===== src/rtl/link_pkg.sv =====
package link_pkg;

    localparam int WID_W = 6;
    localparam int SPD_W = 4;

    localparam int SPD_2G5 = 1;
    localparam int SPD_5G  = 2;
    localparam int SPD_8G  = 3;
    localparam int SPD_16G = 4;

    localparam int CAP_DLLARC_BIT = 20;
    localparam int CAP_LBN_BIT    = 21;
    localparam int STA_DLLA_BIT   = 13;

    typedef enum logic {
        ST_EMPTY  = 1'b0,
        ST_LINKED = 1'b1
    } link_state_e;

endpackage


===== src/rtl/link_field_clamp.sv =====
module link_field_clamp #(
    parameter int W    = 6,
    parameter int MAXV = 8,
    parameter int DFLT = 1
) (
    input  logic [W-1:0] raw,
    output logic [W-1:0] clamped
);
    localparam logic [W-1:0] MAX_L  = W'(MAXV);
    localparam logic [W-1:0] DFLT_L = W'(DFLT);

    always_comb begin
        if (raw == '0)
            clamped = DFLT_L;
        else if (raw > MAX_L)
            clamped = MAX_L;
        else
            clamped = raw;
    end
endmodule


===== src/rtl/link_cap_build.sv =====
module link_cap_build
    import link_pkg::*;
#(
    parameter int MAX_WIDTH = 8,
    parameter int MAX_SPEED = 3,
    parameter int PORT_NUM  = 5
) (
    output logic [31:0]      cap_word,
    output logic [31:0]      cap2_word,
    output logic [SPD_W-1:0] tls,
    output logic             dll_active
);
    localparam logic FAST_LINK = (MAX_SPEED > SPD_2G5);
    localparam logic WIDE_LINK = (MAX_WIDTH > 1);

    always_comb begin
        cap_word                 = '0;
        cap_word[3:0]            = SPD_W'(MAX_SPEED);
        cap_word[9:4]            = WID_W'(MAX_WIDTH);
        cap_word[31:24]          = 8'(PORT_NUM);
        cap_word[CAP_DLLARC_BIT] = FAST_LINK;
        cap_word[CAP_LBN_BIT]    = FAST_LINK | WIDE_LINK;
    end

    // bit n of the supported-speed vector stands for speed code n
    for (genvar i = 0; i < 32; i++) begin : g_vec
        if (i >= SPD_2G5 && i <= SPD_8G) begin : g_base
            assign cap2_word[i] = (MAX_SPEED > SPD_5G);
        end else if (i == SPD_16G) begin : g_top
            assign cap2_word[i] = (MAX_SPEED > SPD_8G);
        end else begin : g_zero
            assign cap2_word[i] = 1'b0;
        end
    end

    assign tls        = FAST_LINK ? SPD_W'(MAX_SPEED) : '0;
    assign dll_active = FAST_LINK;
endmodule


===== src/rtl/link_status_gen.sv =====
module link_status_gen
    import link_pkg::*;
#(
    parameter int MAX_WIDTH = 8,
    parameter int MAX_SPEED = 3,
    parameter int PORT_NUM  = 5
) (
    input  logic             clk,
    input  logic             rst_n,
    input  logic             dev_present,
    input  logic [WID_W-1:0] dev_width,
    input  logic [SPD_W-1:0] dev_speed,
    output logic [31:0]      link_cap,
    output logic [31:0]      link_cap2,
    output logic [15:0]      link_sta,
    output logic [SPD_W-1:0] link_tls
);
    localparam logic [WID_W-1:0] CAP_WID = WID_W'(MAX_WIDTH);
    localparam logic [SPD_W-1:0] CAP_SPD = SPD_W'(MAX_SPEED);

    link_state_e      st_q, st_d;
    logic [WID_W-1:0] wid_q, wid_d, wid_lim;
    logic [SPD_W-1:0] spd_q, spd_d, spd_lim;
    logic             dll_act;

    link_cap_build #(
        .MAX_WIDTH(MAX_WIDTH),
        .MAX_SPEED(MAX_SPEED),
        .PORT_NUM (PORT_NUM)
    ) u_cap (
        .cap_word  (link_cap),
        .cap2_word (link_cap2),
        .tls       (link_tls),
        .dll_active(dll_act)
    );

    link_field_clamp #(.W(WID_W), .MAXV(MAX_WIDTH), .DFLT(1)) u_wid_lim (
        .raw    (dev_width),
        .clamped(wid_lim)
    );

    link_field_clamp #(.W(SPD_W), .MAXV(MAX_SPEED), .DFLT(SPD_2G5)) u_spd_lim (
        .raw    (dev_speed),
        .clamped(spd_lim)
    );

    // next state: T_ATTACH / T_DETACH
    always_comb begin
        st_d = st_q;
        unique case (st_q)
            ST_EMPTY:  if (dev_present)  st_d = ST_LINKED;
            ST_LINKED: if (!dev_present) st_d = ST_EMPTY;
            default:   st_d = ST_EMPTY;
        endcase
    end

    // status fields selected by the state being entered
    always_comb begin
        wid_d = CAP_WID;
        spd_d = CAP_SPD;
        unique case (st_d)
            ST_EMPTY: begin
                wid_d = CAP_WID;
                spd_d = CAP_SPD;
            end
            ST_LINKED: begin
                wid_d = wid_lim;
                spd_d = spd_lim;
            end
            default: begin
                wid_d = CAP_WID;
                spd_d = CAP_SPD;
            end
        endcase
    end

    always_ff @(posedge clk) begin
        if (!rst_n) begin
            st_q  <= ST_EMPTY;
            wid_q <= CAP_WID;
            spd_q <= CAP_SPD;
        end else begin
            st_q  <= st_d;
            wid_q <= wid_d;
            spd_q <= spd_d;
        end
    end

    assign link_sta = {2'b00, dll_act, 3'b000, wid_q, spd_q};
endmodule


===== config.mk =====
export PLATFORM = sky130hd
export DESIGN_NAME = link_status_gen
export DESIGN_NICKNAME = d
export VERILOG_FILES = /design/src/rtl/link_pkg.sv /design/src/rtl/link_field_clamp.sv /design/src/rtl/link_cap_build.sv /design/src/rtl/link_status_gen.sv
export SDC_FILE = /design/constraint.sdc
export NUM_CORES = 1
export LEC_CHECK = 0
export CORE_MARGIN = 1.5
export CORE_UTILIZATION = 29
export CTS_CLUSTER_SIZE = 30
export DETAILED_ROUTE_END_ITERATION = 10
export PLACE_DENSITY = 0.86
export SLEW_MARGIN = 20
export SYNTH_ARGS = -nofsm -noshare
export SYNTH_HDL_FRONTEND = slang
export SYNTH_HIERARCHICAL = 1
export SYNTH_SLANG_ARGS = --single-unit

===== constraint.sdc =====
create_clock -name clk -period 1 [get_ports clk]
set_input_delay 0.15 -clock clk [delete_from_list [all_inputs] [get_ports clk]]
set_output_delay 0.15 -clock clk [all_outputs]
set_load 0.005 [all_outputs]

==> results.py <==
metrics = {
    "clocking": {
        "cts_tree": "done",
        "cts_buffer_depth": 2,
        "clk_pin_slew_ns": 0.06,
        "cts_made_buffers": 3,
        "htreeDepth": 1,
        "clock_sinks": 10,
        "cts_setup_buffers": 0,
        "clockRootBuffer": "clkbuf_4",
    },
    "sta": {
        "finalCritPeriodShare_pct": 95.51,
        "rsz0062_at_grt": "no",
        "hold_slack_ns": 0.2780,
        "finalHoldViolations": 0,
        "fin_ws_ns": 0.04494,
        "period_needed_ns": 0.9551,
        "fmax_mhz": 1047,
        "fin_tns_setup_ns": 0,
        "slew_violations": 0,
        "setup_violations": 0,
    },
    "power": {
        "switching_share_pct": 26.69,
        "clkPwrFrac_pct": 31.7,
        "power_switching_mw": 0.2188,
        "seqPwrFrac_pct": 50.0,
        "total_power_mw": 0.8197,
        "p_comb_share_pct": 18.3,
        "power_leakage_nw": 0.5214,
        "power.internal_mw": 0.6009,
        "ir_worst_vdd_mv": 0.2377,
        "power-per-cell-area_nw_per_um2": 913.7,
    },
    "global_route": {
        "antenna_found_initial": 0,
        "grt_pass1_vias": 315,
        "grt_usage_pct": 4.811,
        "grt_start_max_net_pins": 11,
        "grt_pass1_wl_mm": 1.255,
        "gr-total-overflow": 0,
    },
    "die": {
        "ios": 97,
        "core-area_um2": 3053,
        "die-area_um2": 3568,
        "die-width_um": 59.73,
        "rows": 20,
        "die_h_um": 59.73,
        "start_util_pct": 30.57,
    },
    "yosys": {
        "yosys.cell_types.count": 12,
        "syn_area_per_cell_um2": 8.334,
        "syn_area_um2": 933.4,
        "ys_warn_count": 6,
        "ys_ff_latch": 10,
        "seq_area_frac_synth_pct": 21.45,
        "synthCells": 112,
    },
    "worst_hold_path": {
        "holdPathEnd": "spd_q[0]",
        "whs_path_depth": 3,
        "hold_class": "input pin to register",
        "min_from": "dev_speed[0]",
    },
    "worst_setup_path": {
        "critPathArrivalTime_ns": 0.81,
        "path_cells": "dlygate4sd2_1",
        "cp-end-kind": "output pin",
        "start_kind": "register",
        "critPathBufInv": 1,
        "cp_top_family": "flip-flops",
        "slowest_delay_ns": 0.29,
        "cp.required_ns": 0.85,
        "crit_type": "register to output pin",
        "slowest_stage": "dfxtp_1",
        "cp_max_fo": 1,
    },
    "place": {
        "dp_hpwl_um": 945.7,
        "dpl_cell_area_um2": 889.6,
        "pre_cts_ws_ns": -0.3773,
        "io_buffers": 22,
        "place_congestion": 0.6954,
    },
    "detailed_routing": {
        "wl_per_cell_um": 6.171,
        "routed_wl_mm": 1.080,
        "ant_nets": 0,
        "drc": 0,
        "drtPass1Iterations": 3,
        "via_per_inst": 2.851,
        "detail_route.iter0.violations": 7,
        "dr_total_vias": 499,
    },
    "layout": {
        "drive_gt1_share_pct": 3.817,
        "final_cell_area_um2": 897.1,
        "diodes": 0,
        "area_growth_pct": -3.887,
        "fill_cells": 332,
        "final_nets": 146,
    },
    "status": {
        "status": "finished clean",
    },
    "job": {
        "cap_violations": 0,
    },
}
area by class of cell:
class / instances / area (um^2) / area share, %
repair buffers: 22 / 205.2 / 22.87
flip-flops and latches: 10 / 200.2 / 22.32
inverters: 1 / 3.754 / 0.4184
well taps: 44 / 55.05 / 6.137
clock buffers: 3 / 22.52 / 2.510
multi-input cells: 95 / 410.4 / 45.75
stage by stage:
step	instances	util [%]
after floorplan	185	-
after global placement	172	29.14
after detailed placement	172	29.14
after CTS	175	29.30
after global routing	175	29.39
final	175	29.39
routing by layer:
metal / vias to the layer above / track usage, % / wire length [um]
met2: 62 / 9.161 / 529
met5: - / 0 / 0
met4: 0 / 5.714 / 29
met3: 4 / 1.082 / 228
met1: 206 / 3.417 / 292
li1: 227 / - / -
sequential cells by signal, indices dropped and copies added (netlist names):
name	flops
wid_q	6
spd_q	4
repair_timing:
item                                   4_1_cts  5_1_grt
hold buffers                                 0        0
resized for setup                           14        2
pin swaps                                    1        0
setup endpoints to repair                   12        2
endpoints found under the hold margin        0        0
cell usage in the layout, fill, tap and decap left out, drive strengths merged:
master	n
and2	2
and3	7
clkbuf	3
clkdlybuf4s15	2
clkdlybuf4s50	8
conb	78
dfxtp	10
dlygate4sd2	12
inv	1
nand3b	3
nor2	1
nor3	1
o21a	1
or3	1
or4b	1
cells in the mapped netlist:
cell | number | share of area [%]
buf_4 | 79 | 64
dfxtp_1 | 10 | 21
and3_1 | 7 | 4.7
conb_1 | 5 | 2.0
nand3b_1 | 3 | 2.4
and2_1 | 2 | 1.3
inv_1 | 1 | 0.40
nor2_1 | 1 | 0.40
nor3_2 | 1 | 1.1
o21a_1 | 1 | 0.80
or3_2 | 1 | 0.80
or4b_1 | 1 | 1.1
cell families (layout without fill, tap and decap cells):
group                  count (synthesis)  after routing  synth area share [%]
buffers and inverters                 80             26                 63.94
and+or+nand+nor                       16             16                 11.80
DFF                                   10             10                 21.45
other                                  5             78                 2.011
AOI/OAI and AO/OA                      1              1                0.8046
power groups by stage:
| stage | logic [mW] | clock network (mW) | registers (mW) |
|---|---|---|---|
| after detailed placement | 0.155 | 0 | 0.419 |
| after CTS | 0.143 | 0.272 | 0.410 |
| after global placement | 0.153 | 0 | 0.419 |
| after global routing | 0.174 | 0.288 | 0.410 |
| final | 0.150 | 0.260 | 0.410 |
| after floorplan | 0.300 | 0 | 0.420 |
how the worst max path moves through the flow:
| stage | end | slack (ns) | cells after the start | from |
|---|---|---|---|---|
| final | link_sta[9] | 0.04 | 1 | wid_q[5] |
| after global routing | wid_q[0] | 0.002 | 4 | dev_width[5] |
| after CTS | link_sta[3] | 0.03 | 1 | spd_q[3] |
| after detailed placement | spd_q[0] | -0.38 | 3 | dev_speed[3] |
| after global placement | spd_q[0] | -0.34 | 3 | dev_speed[3] |
| after floorplan | spd_q[0] | 0.09 | 2 | dev_speed[3] |
No activity file was read; power rests on OpenSTA's default activity.
